### config.mk
export PLATFORM = sky130hd
export DESIGN_NAME = casc_irq_ctrl
export DESIGN_NICKNAME = d
export VERILOG_FILES = /design/src/rtl/casc_irq_pkg.sv /design/src/rtl/casc_irq_gpp.sv /design/src/rtl/casc_irq_main.sv /design/src/rtl/casc_irq_resolve.sv /design/src/rtl/casc_irq_ctrl.sv
export SDC_FILE = /design/constraint.sdc
export NUM_CORES = 1
export LEC_CHECK = 0
export BUFFER_PORTS_ARGS = -buffer_cell sky130_fd_sc_hd__clkbuf_2
export CAP_MARGIN = 10
export CORE_AREA = 8 8 143 145
export CTS_BUF_LIST = sky130_fd_sc_hd__clkbuf_16
export DETAILED_ROUTE_END_ITERATION = 6
export DIE_AREA = 0 0 151 153
export GPL_ROUTABILITY_DRIVEN = 0
export PLACE_DENSITY = 0.84
export SETUP_SLACK_MARGIN = 0.02
export SYNTH_ARGS = -nofsm -noshare
export SYNTH_HDL_FRONTEND = slang
export SYNTH_SLANG_ARGS = --single-unit
### constraint.sdc
create_clock -name clk -period 3.4 [get_ports clk]
set_input_delay 0.34 -clock clk [delete_from_list [all_inputs] [get_ports clk]]
set_output_delay 0.34 -clock clk [all_outputs]
set_load 0.02 [all_outputs]
### src/rtl/casc_irq_pkg.sv
package casc_irq_pkg;

    localparam int unsigned BANK_W = 32;
    localparam int unsigned IDX_W  = $clog2(BANK_W);

    typedef logic [BANK_W-1:0] bank_t;

    localparam bank_t SPURIOUS_VEC = 32'hFFFF_FFFE;

    typedef enum logic [2:0] {
        ADR_LO_CAUSE  = 3'd0,
        ADR_HI_CAUSE  = 3'd1,
        ADR_LO_MASK   = 3'd2,
        ADR_HI_MASK   = 3'd3,
        ADR_GPP_CAUSE = 3'd4,
        ADR_GPP_MASK  = 3'd5,
        ADR_VECTOR    = 3'd6,
        ADR_NONE      = 3'd7
    } reg_addr_e;

    typedef enum logic [1:0] {
        PATH_NONE,
        PATH_LO,
        PATH_HI,
        PATH_GPP
    } win_path_e;

    typedef struct packed {
        logic             hit;
        logic [IDX_W-1:0] idx;
    } pick_t;

    // highest set bit wins: later iterations overwrite earlier ones
    function automatic pick_t top_bit(input bank_t v);
        pick_t p;
        p = '0;
        for (int i = 0; i < BANK_W; i++) begin
            if (v[i]) begin
                p.hit = 1'b1;
                p.idx = IDX_W'(i);
            end
        end
        return p;
    endfunction

endpackage

### src/rtl/casc_irq_gpp.sv
module casc_irq_gpp
    import casc_irq_pkg::*;
#(
    parameter int unsigned GRP_W = 8,
    localparam int unsigned NGRP = BANK_W / GRP_W
) (
    input  logic            clk,
    input  logic            rst_n,
    input  bank_t           src,
    input  logic            wr_cause,
    input  logic            wr_mask,
    input  bank_t           wdata,
    input  bank_t           auto_clr,
    output bank_t           cause,
    output bank_t           mask,
    output logic [NGRP-1:0] summary
);

    bank_t prev;
    bank_t rise;
    bank_t keep;

    assign rise = src & ~prev;
    assign keep = wr_cause ? wdata : '1;

    always_ff @(posedge clk or negedge rst_n) begin
        if (!rst_n) begin
            prev  <= '0;
            cause <= '0;
            mask  <= '0;
        end else begin
            prev  <= src;
            cause <= (cause & keep & ~auto_clr) | rise;
            if (wr_mask) begin
                mask <= wdata;
            end
        end
    end

    for (genvar g = 0; g < NGRP; g++) begin : g_sum
        assign summary[g] = |(cause[g*GRP_W +: GRP_W] & mask[g*GRP_W +: GRP_W]);
    end

    // bits written as zero are gone next cycle unless a fresh edge arrived
    a_r8_zero_clears: assert property (@(posedge clk) disable iff (!rst_n)
        wr_cause |=> ((cause & ~$past(wdata) & ~$past(rise)) == '0));

    // without a write or auto-clear, latched bits stay set
    a_r11_hold: assert property (@(posedge clk) disable iff (!rst_n)
        (!wr_cause && auto_clr == '0) |=> ((cause & $past(cause)) == $past(cause)));

endmodule

### src/rtl/casc_irq_main.sv
module casc_irq_main
    import casc_irq_pkg::*;
#(
    parameter int unsigned NGRP    = 4,
    parameter int unsigned SUM_LSB = 24,
    localparam bank_t SUM_FIELD    = bank_t'(((1 << NGRP) - 1) << SUM_LSB)
) (
    input  logic            clk,
    input  logic            rst_n,
    input  bank_t           lo_src,
    input  bank_t           hi_src,
    input  logic [NGRP-1:0] summary,
    input  logic            wr_lo_mask,
    input  logic            wr_hi_mask,
    input  bank_t           wdata,
    output bank_t           lo_cause,
    output bank_t           hi_cause,
    output bank_t           lo_mask,
    output bank_t           hi_mask
);

    bank_t hi_lvl;

    always_ff @(posedge clk or negedge rst_n) begin
        if (!rst_n) begin
            lo_cause <= '0;
            hi_lvl   <= '0;
            lo_mask  <= '0;
            hi_mask  <= SUM_FIELD;
        end else begin
            lo_cause <= lo_src;
            hi_lvl   <= hi_src;
            if (wr_lo_mask) begin
                lo_mask <= wdata;
            end
            if (wr_hi_mask) begin
                hi_mask <= wdata;
            end
        end
    end

    assign hi_cause = (hi_lvl & ~SUM_FIELD) | (bank_t'(summary) << SUM_LSB);

endmodule

### src/rtl/casc_irq_resolve.sv
module casc_irq_resolve
    import casc_irq_pkg::*;
#(
    parameter bank_t       LO_FILTER = 32'h3DFF_FFFE,
    parameter bank_t       HI_FILTER = 32'h0F00_0DB7,
    parameter int unsigned SUM_LSB   = 24
) (
    input  logic  clk,
    input  logic  rst_n,
    input  bank_t lo_cause,
    input  bank_t hi_cause,
    input  bank_t lo_mask,
    input  bank_t hi_mask,
    input  bank_t gpp_cause,
    input  bank_t gpp_mask,
    output bank_t vector,
    output logic  pending,
    output bank_t gpp_win
);

    pick_t     lo_p;
    pick_t     hi_p;
    pick_t     gp_p;
    win_path_e path;

    // path selection: low bank, then high bank, then the cascade
    always_comb begin
        lo_p = top_bit(lo_cause & LO_FILTER & lo_mask);
        hi_p = top_bit(hi_cause & HI_FILTER & hi_mask);
        gp_p = top_bit(gpp_cause & gpp_mask);
        if (lo_p.hit) begin
            path = PATH_LO;
        end else if (hi_p.hit && int'(hi_p.idx) >= int'(SUM_LSB)) begin
            path = gp_p.hit ? PATH_GPP : PATH_NONE;
        end else if (hi_p.hit) begin
            path = PATH_HI;
        end else begin
            path = PATH_NONE;
        end
    end

    // outputs per path
    always_comb begin
        gpp_win = '0;
        unique case (path)
            PATH_LO:  vector = bank_t'(lo_p.idx);
            PATH_HI:  vector = bank_t'(hi_p.idx) + bank_t'(BANK_W);
            PATH_GPP: begin
                vector  = bank_t'(gp_p.idx) + bank_t'(2 * BANK_W);
                gpp_win = bank_t'(1) << gp_p.idx;
            end
            default:  vector = SPURIOUS_VEC;
        endcase
        pending = (path != PATH_NONE);
    end

    // a qualified low bit always yields a low-bank number
    a_r4_low_first: assert property (@(posedge clk) disable iff (!rst_n)
        ((lo_cause & LO_FILTER & lo_mask) != '0) |-> (vector < bank_t'(BANK_W)));

    // a cascade hit reports a number in the pin-bank range
    a_r6_gpp_range: assert property (@(posedge clk) disable iff (!rst_n)
        (gpp_win != '0) |-> (vector >= bank_t'(2 * BANK_W) && vector < bank_t'(3 * BANK_W)));

    // the spurious code appears only when the low bank has nothing qualified
    a_r7_spur_code: assert property (@(posedge clk) disable iff (!rst_n)
        (vector == SPURIOUS_VEC) |-> ((lo_cause & LO_FILTER & lo_mask) == '0 && !pending));

    // auto-clear target is a single masked, set pin bit
    a_r8_one_clear: assert property (@(posedge clk) disable iff (!rst_n)
        $onehot0(gpp_win) && ((gpp_win & ~(gpp_cause & gpp_mask)) == '0));

endmodule

### src/rtl/casc_irq_ctrl.sv
module casc_irq_ctrl
    import casc_irq_pkg::*;
#(
    parameter int unsigned GRP_W     = 8,
    parameter int unsigned SUM_LSB   = 24,
    parameter bank_t       LO_FILTER = 32'h3DFF_FFFE,
    parameter bank_t       HI_FILTER = 32'h0F00_0DB7
) (
    input  logic        clk,
    input  logic        rst_n,
    input  logic [31:0] lo_src,
    input  logic [31:0] hi_src,
    input  logic [31:0] gpp_src,
    input  logic [2:0]  reg_addr,
    input  logic        reg_wr,
    input  logic        reg_rd,
    input  logic [31:0] reg_wdata,
    output logic [31:0] reg_rdata,
    output logic        cpu_irq
);

    localparam int unsigned NGRP = BANK_W / GRP_W;

    reg_addr_e       addr_e;
    bank_t           lo_cause, hi_cause, lo_mask, hi_mask;
    bank_t           gpp_cause, gpp_mask, gpp_win, auto_clr, vector;
    logic [NGRP-1:0] summary;
    logic            pending;

    assign addr_e   = reg_addr_e'(reg_addr);
    assign auto_clr = (reg_rd && addr_e == ADR_VECTOR) ? gpp_win : '0;

    casc_irq_gpp #(.GRP_W(GRP_W)) u_gpp (
        .clk      (clk),
        .rst_n    (rst_n),
        .src      (gpp_src),
        .wr_cause (reg_wr && addr_e == ADR_GPP_CAUSE),
        .wr_mask  (reg_wr && addr_e == ADR_GPP_MASK),
        .wdata    (reg_wdata),
        .auto_clr (auto_clr),
        .cause    (gpp_cause),
        .mask     (gpp_mask),
        .summary  (summary)
    );

    casc_irq_main #(.NGRP(NGRP), .SUM_LSB(SUM_LSB)) u_main (
        .clk        (clk),
        .rst_n      (rst_n),
        .lo_src     (lo_src),
        .hi_src     (hi_src),
        .summary    (summary),
        .wr_lo_mask (reg_wr && addr_e == ADR_LO_MASK),
        .wr_hi_mask (reg_wr && addr_e == ADR_HI_MASK),
        .wdata      (reg_wdata),
        .lo_cause   (lo_cause),
        .hi_cause   (hi_cause),
        .lo_mask    (lo_mask),
        .hi_mask    (hi_mask)
    );

    casc_irq_resolve #(
        .LO_FILTER (LO_FILTER),
        .HI_FILTER (HI_FILTER),
        .SUM_LSB   (SUM_LSB)
    ) u_res (
        .clk       (clk),
        .rst_n     (rst_n),
        .lo_cause  (lo_cause),
        .hi_cause  (hi_cause),
        .lo_mask   (lo_mask),
        .hi_mask   (hi_mask),
        .gpp_cause (gpp_cause),
        .gpp_mask  (gpp_mask),
        .vector    (vector),
        .pending   (pending),
        .gpp_win   (gpp_win)
    );

    always_comb begin
        unique case (addr_e)
            ADR_LO_CAUSE:  reg_rdata = lo_cause;
            ADR_HI_CAUSE:  reg_rdata = hi_cause;
            ADR_LO_MASK:   reg_rdata = lo_mask;
            ADR_HI_MASK:   reg_rdata = hi_mask;
            ADR_GPP_CAUSE: reg_rdata = gpp_cause;
            ADR_GPP_MASK:  reg_rdata = gpp_mask;
            ADR_VECTOR:    reg_rdata = vector;
            default:       reg_rdata = '0;
        endcase
    end

    always_ff @(posedge clk or negedge rst_n) begin
        if (!rst_n) begin
            cpu_irq <= 1'b0;
        end else begin
            cpu_irq <= pending;
        end
    end

    // no request can be raised while the low mask and high mask are both empty
    a_r12_quiet_masks: assert property (@(posedge clk) disable iff (!rst_n)
        ($past(lo_mask) == '0 && $past(hi_mask) == '0) |-> !cpu_irq);

endmodule

== Word level (Yosys, flattened, before mapping) ==
Index checks and enable logic that the tools add are counted.

* Memory bits (read-only): 0
* Memories kept: 0
* Logic and storage cells: 152
* Bits in writable memories: 0
* Register bits: 225
* Latch bits: 0
* Bits of input ports: 135

* Reduce and logical (&&, ||, !) cells: 12
* Eq/ne operators: 9
* Bitwise operators: 14
* Mux-type cells: 105
* Divide/modulo/power cells: 0
* $add $sub $neg: 2
* Multipliers: 0
* Shift-type cells: 1
* Magnitude comparators: 1

{| class="wikitable"
|+ Operators by type and width
! kind !! count
|-
| $mux 6 || 96
|-
| $pmux 32 s7 || 1
|-
| $and 32x32->32 || 4
|-
| $mux 32 || 3
|-
| $pmux 32 s3 || 1
|-
| $not 32->32 || 2
|-
| $and 28x32->32 || 1
|-
| $and 30x32->32 || 1
|-
| $and 8x8->8 || 4
|-
| $or 32x28->32 || 1
|-
| $or 32x32->32 || 1
|-
| $reduce_or 8->1 || 4
|-
| $shl 1x5->32 const A || 1
|-
| $eq 3x3->1 const B || 3
|-
| $add 5x7->8 const B || 1
|-
| $mux 2 || 4
|-
| $add 5x6->7 const B || 1
|-
| $eq 3x2->1 const B || 2
|-
| $logic_and 1x1->1 || 6
|-
| $ge 5x5->1 const B || 1
|-
| $eq 2x2->1 const B || 2
|-
| $eq 3x1->1 const B || 1
|-
| $logic_not 3->1 || 1
|-
| $eq 2x1->1 const B || 1
|-
| $reduce_bool 2->1 || 1
|}

== Logic depth before layout (Yosys ltp) ==
Gate-level depths: netlist (run 1).

* Depth in word-level cells: 46
* Depth in mapped cells: 14

== Hierarchy ==
From an unflattened synthesis (run 1), not the netlist that was laid out.

* Cell total of the unflattened synthesis: 1049
* Area total of the unflattened synthesis: 12275.5 µm²

{| class="wikitable"
|+ Modules (own cells, without submodules)
! module !! seq. area each (µm²) !! area each (µm²) !! cells an instance !! times used
|-
| casc_irq_main || 3108.0 || 4226.6 || 200 || 1
|-
| casc_irq_gpp || 2402.3 || 4071.4 || 283 || 1
|-
| casc_irq_ctrl || 25.0 || 2237.1 || 289 || 1
|-
| casc_irq_resolve || 0.0 || 1740.4 || 277 || 1
|}

== Worst setup path after synthesis (run 1) ==
No wires, ideal clock.

* Path type: register to output
* Start point: register u_gpp.cause[11]
* End point: output port reg_rdata[0]
* Data required time: 3.060 ns
* Slack: 0.356 ns
* Arrival time: 2.704 ns
* Stages on the path, launching flop included: 12
* Cells stage by stage: dfrtp_1 a22oi_1 nand4_1 a22oi_1 nand3_1 or2_2 inv_1 ha_1 inv_1 a311oi_1 a2111oi_4 o31ai_2

* Longest elaborated chain between the ends: 28

{| class="wikitable"
|+ Ends and longest elaborated chain
! item !! line !! source
|-
| from (decl) || casc_irq_gpp.sv:14 || <nowiki>output bank_t cause,</nowiki>
|-
| from (signal assigned) || casc_irq_gpp.sv:33 || <nowiki>cause <= (cause & keep & ~auto_clr) | rise;</nowiki>
|-
| branches (longest 26 deep; another with $and 32x32->32) || - ||
|-
| $pmux 32 s3 * || casc_irq_resolve.sv:45 || <nowiki>unique case (path)</nowiki>
|-
| $pmux 32 s7 * || casc_irq_ctrl.sv:80 || <nowiki>unique case (addr_e)</nowiki>
|-
| to (decl) || casc_irq_ctrl.sv:18 || <nowiki>output logic [31:0] reg_rdata,</nowiki>
|}

Mark *: on every way between the ends.

== Worst setup path in the final report (run 1) ==
* Start point: register u_gpp.cause[15]
* End point: output port reg_rdata[13]

* Longest elaborated chain between the ends: 24

{| class="wikitable"
|+ Ends and longest elaborated chain
! item !! line !! source
|-
| $and 32x32->32 || casc_irq_resolve.sv:30 || <nowiki>gp_p = top_bit(gpp_cause & gpp_mask);</nowiki>
|-
| $mux 6 (17 in a row) || casc_irq_pkg.sv:38 || <nowiki>if (v[i]) begin</nowiki>
|-
| $mux 2 || casc_irq_resolve.sv:34 || <nowiki>path = gp_p.hit ? PATH_GPP : PATH_NONE;</nowiki>
|-
| $mux 2 * || casc_irq_resolve.sv:33 || <nowiki>end else if (hi_p.hit && int'(hi_p.idx) >= int'(SUM_LSB)) begin</nowiki>
|-
| $mux 2 * || casc_irq_resolve.sv:31 || <nowiki>if (lo_p.hit) begin</nowiki>
|-
| $eq 2x2->1 / $eq 2x1->1 (equally long branches) || casc_irq_resolve.sv:45 ||
|-
| $pmux 32 s3 * || casc_irq_resolve.sv:45 ||
|-
| $pmux 32 s7 * || casc_irq_ctrl.sv:80 ||
|}

Every way passes the cells marked *; elsewhere a longest branch is shown, timed or not.

==> summary.md, run 1 <==
| Metric | Value |
|---|---|
| Status | `complete, but fails checks` |
| Violated checks | `design-rule violations, negative setup slack` |
| Crit Path Class | `register to output pin` |
| Asr flop ratio synth | `100%` |
| Type of origin of the critical path | `register` |
| Final setup margin | `-602 ps` |
| Vias per cell | `6.94` |
| Synth area leader | `dfrtp_1` |
| Clk_lat worst skew | `550 ps` |
| Reg2reg setup slack | `-110 ps` |
| Max Root-Sink Buffers | `3` |
| Fill cells | `1042` |
| Worst-Margin Slew | `1090 ps` |
| Final Hold Fails | `0` |
| Row count | `50` |
| Grt ovf | `0` |
| Pre-CTS setup slack | `-0.394 ps` |
| WL/cell | `27.4 microns` |
| Initial drt markers | `1476` |
| Layout cells sized above 1 | `38.0%` |
| Post-synthesis sequential area ratio | `55.7%` |
| P_leak | `6.15 nW` |
| Slowest-stage cell, CP | `dfrtp_1` |
| Slew HR | `27.2%` |
| Dpl hpwl | `22500 microns` |
| Number of synthesized flops with an enable pin | `0` |
| Fin Setup TNS | `-14650 ps` |
| CP cell instances | `a22oi_2 > nand4_1 > a22oi_2 > nand3_2 > nor2_4 > a41o_1 > buf_4 > buf_6 > ha_4 > nand2_4 > buf_6 > buf_12 > clkbuf_16 > nand4_1 > clkbuf_8` |
| Starting Density | `54.4%` |
| Crit path DAT | `3660 ps` |
| Inserted Clock Buffers | `24` |
| Nets | `1322` |
| Antenna violation net count after detailed routing | `0` |
| Period utilisation layout | `118%` |
| FF+latch area | `5540 sq um` |
| Overall routing resource usage | `30.8%` |
| Min Tclk post-route | `4000 ps` |
| # port buffers | `163` |
| Slowest cell delay on critical path | `430 ps` |
| Critical path origin | `u_gpp.cause[15]$_DFF_PN0_` |
| Initial antenna violation count | `0` |
| Vias in the first global route | `10100` |
| CTS tree | `done` |
| Max-cap violations | `0` |
| Worst clock skew | `23.8 ps` |
| Pwr per Cell Area | `574 nW/um^2` |
| Worst-path fanout max | `5` |
| Pin count of the biggest net entering global routing | `110` |
| CP Capture Type | `output pin` |
| Levels on crit path | `15` |
| Synth top area share | `54.6%` |
| Core area | `18300 sq um` |
| CP top delay family | `compound AO/OA/AOI/OAI gates` |
| Worst r2r path cells | `13` |
| First-pass DRT Iterations | `7` |
| Worst VDD drop | `0.517 mV` |
| Crit path buf inv count | `6` |
| CP required | `3060 ps` |
| Count of different cell masters after synthesis | `68` |
| # IOs | `168` |
| Synth Register Bits | `221` |
| Final setup viols | `37` |
| Most used DFF post-synth | `dfrtp_1` |
| CTS clk-pin slew, worst paths | `60 ps` |
| # diodes | `0` |
| Post-Syn Nets | `992` |
| RSZ-0062 raised after global routing | `true` |
| First-pass GRT wire length | `55700 microns` |
| Start of the worst register-to-register path | `u_main.lo_cause[27]$_DFF_PN0_` |
| Cell with the most instances after synthesis | `dfrtp_1` |
| Synth warn | `0` |
| Max-slew violations | `0` |
| Post-Syn Area | `9950 sq um` |
| Vias | `9973` |
| Peak Freq | `0.250 GHz` |
| Critical Path End | `reg_rdata[13]` |
| Die Area | `23100 sq um` |
| Hold crit path type | `primary input to register` |
| Post-route DRC | `7` |
| Chip Width | `151 microns` |
| Syn avg cell area | `11.6 sq um` |
| Syn Inst Count | `854` |
| RR Endpoint | `u_gpp.cause[2]$_DFF_PN0_` |
| Area growth syn-to-layout | `38.9%` |
| Num Clock Sinks | `221` |
| Post-synth top cells | `dfrtp_1 (217), a22oi_1 (102), mux2_2 (98)` |
| H-tree depth | `1` |
| WHS | `72.9 ps` |
| Multi-input gate area | `4420 sq um` |
| Final wirelength | `39300 microns` |
| Clk root buf | `clkbuf_16` |
| Largest cells by area after synthesis | `dfrtp_1 (55%), mux2_2 (11%), a22oi_1 (7.7%), nand2_1 (3.3%), o21ai_0 (2.1%)` |
| Chip height | `153 microns` |
## flip-flops by register name, summed over array words and instances, names as in the netlist
signal           count
u_main.lo_cause     32
u_gpp.cause         32
u_gpp.mask          32
u_main.hi_mask      32
cpu_irq              1
u_main.hi_lvl       28
u_gpp.prev          32
u_main.lo_mask      32
## how the worst min path moves through the flow
| stage | start | end | slack, ps | depth (start not counted) |
|---|---|---|---|---|
| floorplan | rst_n | cpu_irq$_DFF_PN0_ | 40 | 0 |
| global placement | u_gpp.prev[23]$_DFF_PN0_ | u_gpp.cause[23]$_DFF_PN0_ | 400 | 1 |
| detailed placement | u_gpp.prev[23]$_DFF_PN0_ | u_gpp.cause[23]$_DFF_PN0_ | 400 | 1 |
| CTS | reg_wdata[30] | u_gpp.mask[30]$_DFFE_PN0P_ | 70 | 2 |
| global route | reg_wdata[28] | u_main.lo_mask[28]$_DFFE_PN0P_ | 80 | 2 |
| finish | reg_wdata[28] | u_main.lo_mask[28]$_DFFE_PN0P_ | 70 | 2 |
## where the power goes
part           switching [mW]  internal (mW)
logic                    1.05          0.873
registers               0.352           2.97
clock network            1.16           1.53
## logic make-up after synthesis
group,after synthesis,share of synthesized area [%]
adders and majority gates,3,0.377
DFF,221,55.7
AOI/OAI and AO/OA,259,19.6
and+or+nand+nor,203,10.3
buffers and inverters,69,2.86
muxes,99,11.2
## stage by stage
stage	power, mW	instances	util [%]	area (sq um)
detailed placement	4.78	1263	61.8	11300
finish	7.93	1436	75.6	13800
global route	8.11	1436	75.6	13800
CTS	7.62	1421	73.5	13400
floorplan	4.11	854	-	9950
global placement	4.73	1263	61.8	11300
## metal layers
layer	vias up	part of all wire, %	GRT usage (%)
met5	-	0	0
li1	3935	-	-
met4	0	7.6	18.2
met3	314	14	9.57
met2	1025	45	48.3
met1	4699	33	36.6
## what timing repair did
item                                   4_1_cts  5_1_grt
resized for setup                           58       81
hold buffers                                93        0
endpoints found under the hold margin      192        0
pin swaps                                   19       20
gates cloned                                 0        2
setup buffers                               22       13
setup endpoints to repair                   33       42
## worst reg2reg max path: cells and delay by family (launching register included)
| family | cells | cell delay [ps] |
|---|---|---|
| flops | 1 | 430 |
| simple gates | 8 | 1860 |
| fa+ha+maj | 1 | 240 |
| buf+inv | 1 | 100 |
| compound gates | 3 | 740 |
## layout make-up
class | instances | area share, %
timing repair buffer | 341 | 19.1
tap | 234 | 2.12
sequential | 221 | 40.1
clock inverter | 20 | 1.48
multi-input combinational | 564 | 32.0
clock buffer | 24 | 4.35
inverter | 32 | 0.906
## layout by cell type (no fill, tap or decap), types with 4 or more instances in the layout
cell and count:
clkbuf_16 26, dfstp_2 4, and2_1 5, a22oi_2 19, buf_4 90, o21ai_0 39, nand4_1 31, o221ai_1 15
dlygate4sd3_1 93, clkbuf_2 131, o22ai_1 10, a22o_1 9, buf_6 10, mux2_2 98, nand3_1 11, a31oi_1 5
nor3_1 7, nand2_1 84, a21oi_1 12, buf_12 4, a22oi_1 83, inv_1 33, nor2_1 10, clkbuf_8 7
nand2b_1 18, clkinv_2 5, a32o_1 6, a32oi_1 4, a221oi_1 8, dfrtp_1 215
Note: power is estimated with default switching activity, not from simulation.
==> inputs of run 2 (changes only) <==
MAX_ROUTING_LAYER = met4   (was not set)
==> summary.md, run 2 (same netlist as run 1, synthesis figures left out) <==
| Metric | Value |
|---|---|
| Status | `complete, but fails checks` |
| Violated checks | `design-rule violations, negative setup slack` |
| Row count | `50` |
| Max-slew violations | `0` |
| Max-cap violations | `0` |
| Final setup viols | `33` |
| Clock power share | `33.8%` |
| Multi-input gate area | `4430 sq um` |
| FF+latch area | `5540 sq um` |
| Crit Path Class | `register to output pin` |
| Nets | `1320` |
| Chip height | `153 microns` |
| Worst-path fanout max | `4` |
| Vias per cell | `7.00` |
| Most frequent cells in the layout | `dfrtp_1 (215), clkbuf_2 (131), mux2_2 (98), dlygate4sd3_1 (93), buf_4 (88)` |
| Die Area | `23100 sq um` |
| Clk_lat worst skew | `560 ps` |
| Pre-CTS setup slack | `-0.394 ps` |
| H-tree depth | `1` |
| Dpl cells | `1263` |
| Initial drt markers | `1493` |
| Crit path buf inv count | `3` |
| Area growth syn-to-layout | `38.9%` |
| First-pass DRT Iterations | `7` |
| Most common cell after layout, fill and taps aside | `dfrtp_1` |
| Hold crit path type | `primary input to register` |
| Worst-Margin Slew | `1130 ps` |
| Vias in the first global route | `10100` |
| WL/cell | `27.7 microns` |
| Final wirelength | `39800 microns` |
| Max Root-Sink Buffers | `3` |
| Final setup margin | `-465 ps` |
| Clk root buf | `clkbuf_16` |
| Inserted Clock Buffers | `24` |
| Slew HR | `24.6%` |
| Layout cells sized above 1 | `38.0%` |
| Layout Cells excl Fill | `1438` |
| Worst VDD drop | `0.519 mV` |
| CP Capture Type | `output pin` |
| Min Tclk post-route | `3860 ps` |
| CP cell instances | `a22oi_2 > nand4_1 > a22oi_2 > nand3_2 > nor2_4 > a41o_1 > inv_2 > ha_4 > buf_4 > o21ai_0 > a31oi_1 > or3_4 > buf_4` |
| Fill cells | `1039` |
| Reg2reg setup slack | `-250 ps` |
| Crit path DAT | `3520 ps` |
| Chip Width | `151 microns` |
| # port buffers | `163` |
| Core area | `18300 sq um` |
| Share of power burned in registers | `42.0%` |
| RSZ-0062 raised after global routing | `true` |
| Antenna violation net count after detailed routing | `0` |
| Initial antenna violation count | `2` |
| CP top delay family | `compound AO/OA/AOI/OAI gates` |
| Peak Freq | `0.259 GHz` |
| Pin count of the biggest net entering global routing | `110` |
| Starting Density | `54.4%` |
| Overall routing resource usage | `31.6%` |
| Grt ovf | `0` |
| Vias | `10100` |
| Period utilisation layout | `114%` |
| Int Power | `5.37 mW` |
| Post-route DRC | `6` |
| CP required | `3060 ps` |
| P_leak | `6.15 nW` |
| First-pass GRT wire length | `55600 microns` |
| Num Clock Sinks | `221` |
| Final Hold Fails | `0` |
| Net Sw Frac | `32.3%` |
| Worst clock skew | `20.3 ps` |
| CTS tree | `done` |
| Comb pwr share | `24.3%` |
| Fin Setup TNS | `-10690 ps` |
| Slowest-stage cell, CP | `dfrtp_1` |
| # IOs | `168` |
| Net Sw Power | `2.56 mW` |
| Type of origin of the critical path | `register` |
| Pwr per Cell Area | `574 nW/um^2` |
| Dpl hpwl | `22500 microns` |
| Slowest cell delay on critical path | `430 ps` |
| CTS clk-pin slew, worst paths | `60 ps` |
## run 2: power by group through the flow
stage,sequential (mW),combinational [mW],clock (mW)
finish,3.33,1.92,2.68
global route,3.35,2.01,2.78
CTS,3.28,1.70,2.65
detailed placement,3.31,1.47,0
global placement,3.29,1.44,0
floorplan,3.21,0.897,0
## run 2: per-stage QoR
stage | hold WS, ps | util (%) | total power, mW | area (sq um)
after CTS | 66.4 | 73.5 | 7.62 | 13400
after floorplan | 44.4 | - | 4.11 | 9950
final | 68.0 | 75.6 | 7.93 | 13800
after global routing | 74.7 | 75.6 | 8.13 | 13800
after detailed placement | 405 | 61.8 | 4.78 | 11300
after global placement | 396 | 61.8 | 4.73 | 11300
## run 2: per-layer routing
metal  track usage (%)  vias to the layer above  share of wire (%)
met3              8.06                      351                 14
met4              18.2                        0                8.6
met1              37.3                     4752                 33
li1                  -                     3942                  -
met5                 -                        -                  0
met2              48.5                     1017                 45
## run 2: what timing repair did
item,CTS,global route
gates resized for setup,58,82
hold buffers,93,0
hold endpoints to repair,192,0
setup endpoints to repair,33,40
pin swaps,19,18
setup buffers,22,11
gates cloned,0,2
## run 2: cell type report
cell class	instances	area share [%]
clock buffers	24	4.35
well taps	234	2.12
flip-flops and latches	221	40.1
clock inverters	20	1.48
multi-input cells	564	32.0
repair buffers	339	18.9
inverters	32	0.906
diodes	4	0.0725
## run 2: path summary, 6_finish.rpt
path | startpoint | end | cells past startpoint
min | reg_wdata[30] | u_gpp.mask[30]$_DFFE_PN0P_ | 2
max reg2reg | u_main.lo_cause[22]$_DFF_PN0_ | u_gpp.cause[9]$_DFF_PN0_ | 13
max in group asynchronous | rst_n | u_main.lo_cause[7]$_DFF_PN0_ | 3
max | u_gpp.cause[15]$_DFF_PN0_ | reg_rdata[1] | 13
min in group asynchronous | rst_n | u_gpp.prev[31]$_DFF_PN0_ | 2
min reg2reg | u_gpp.prev[23]$_DFF_PN0_ | u_gpp.cause[23]$_DFF_PN0_ | 1
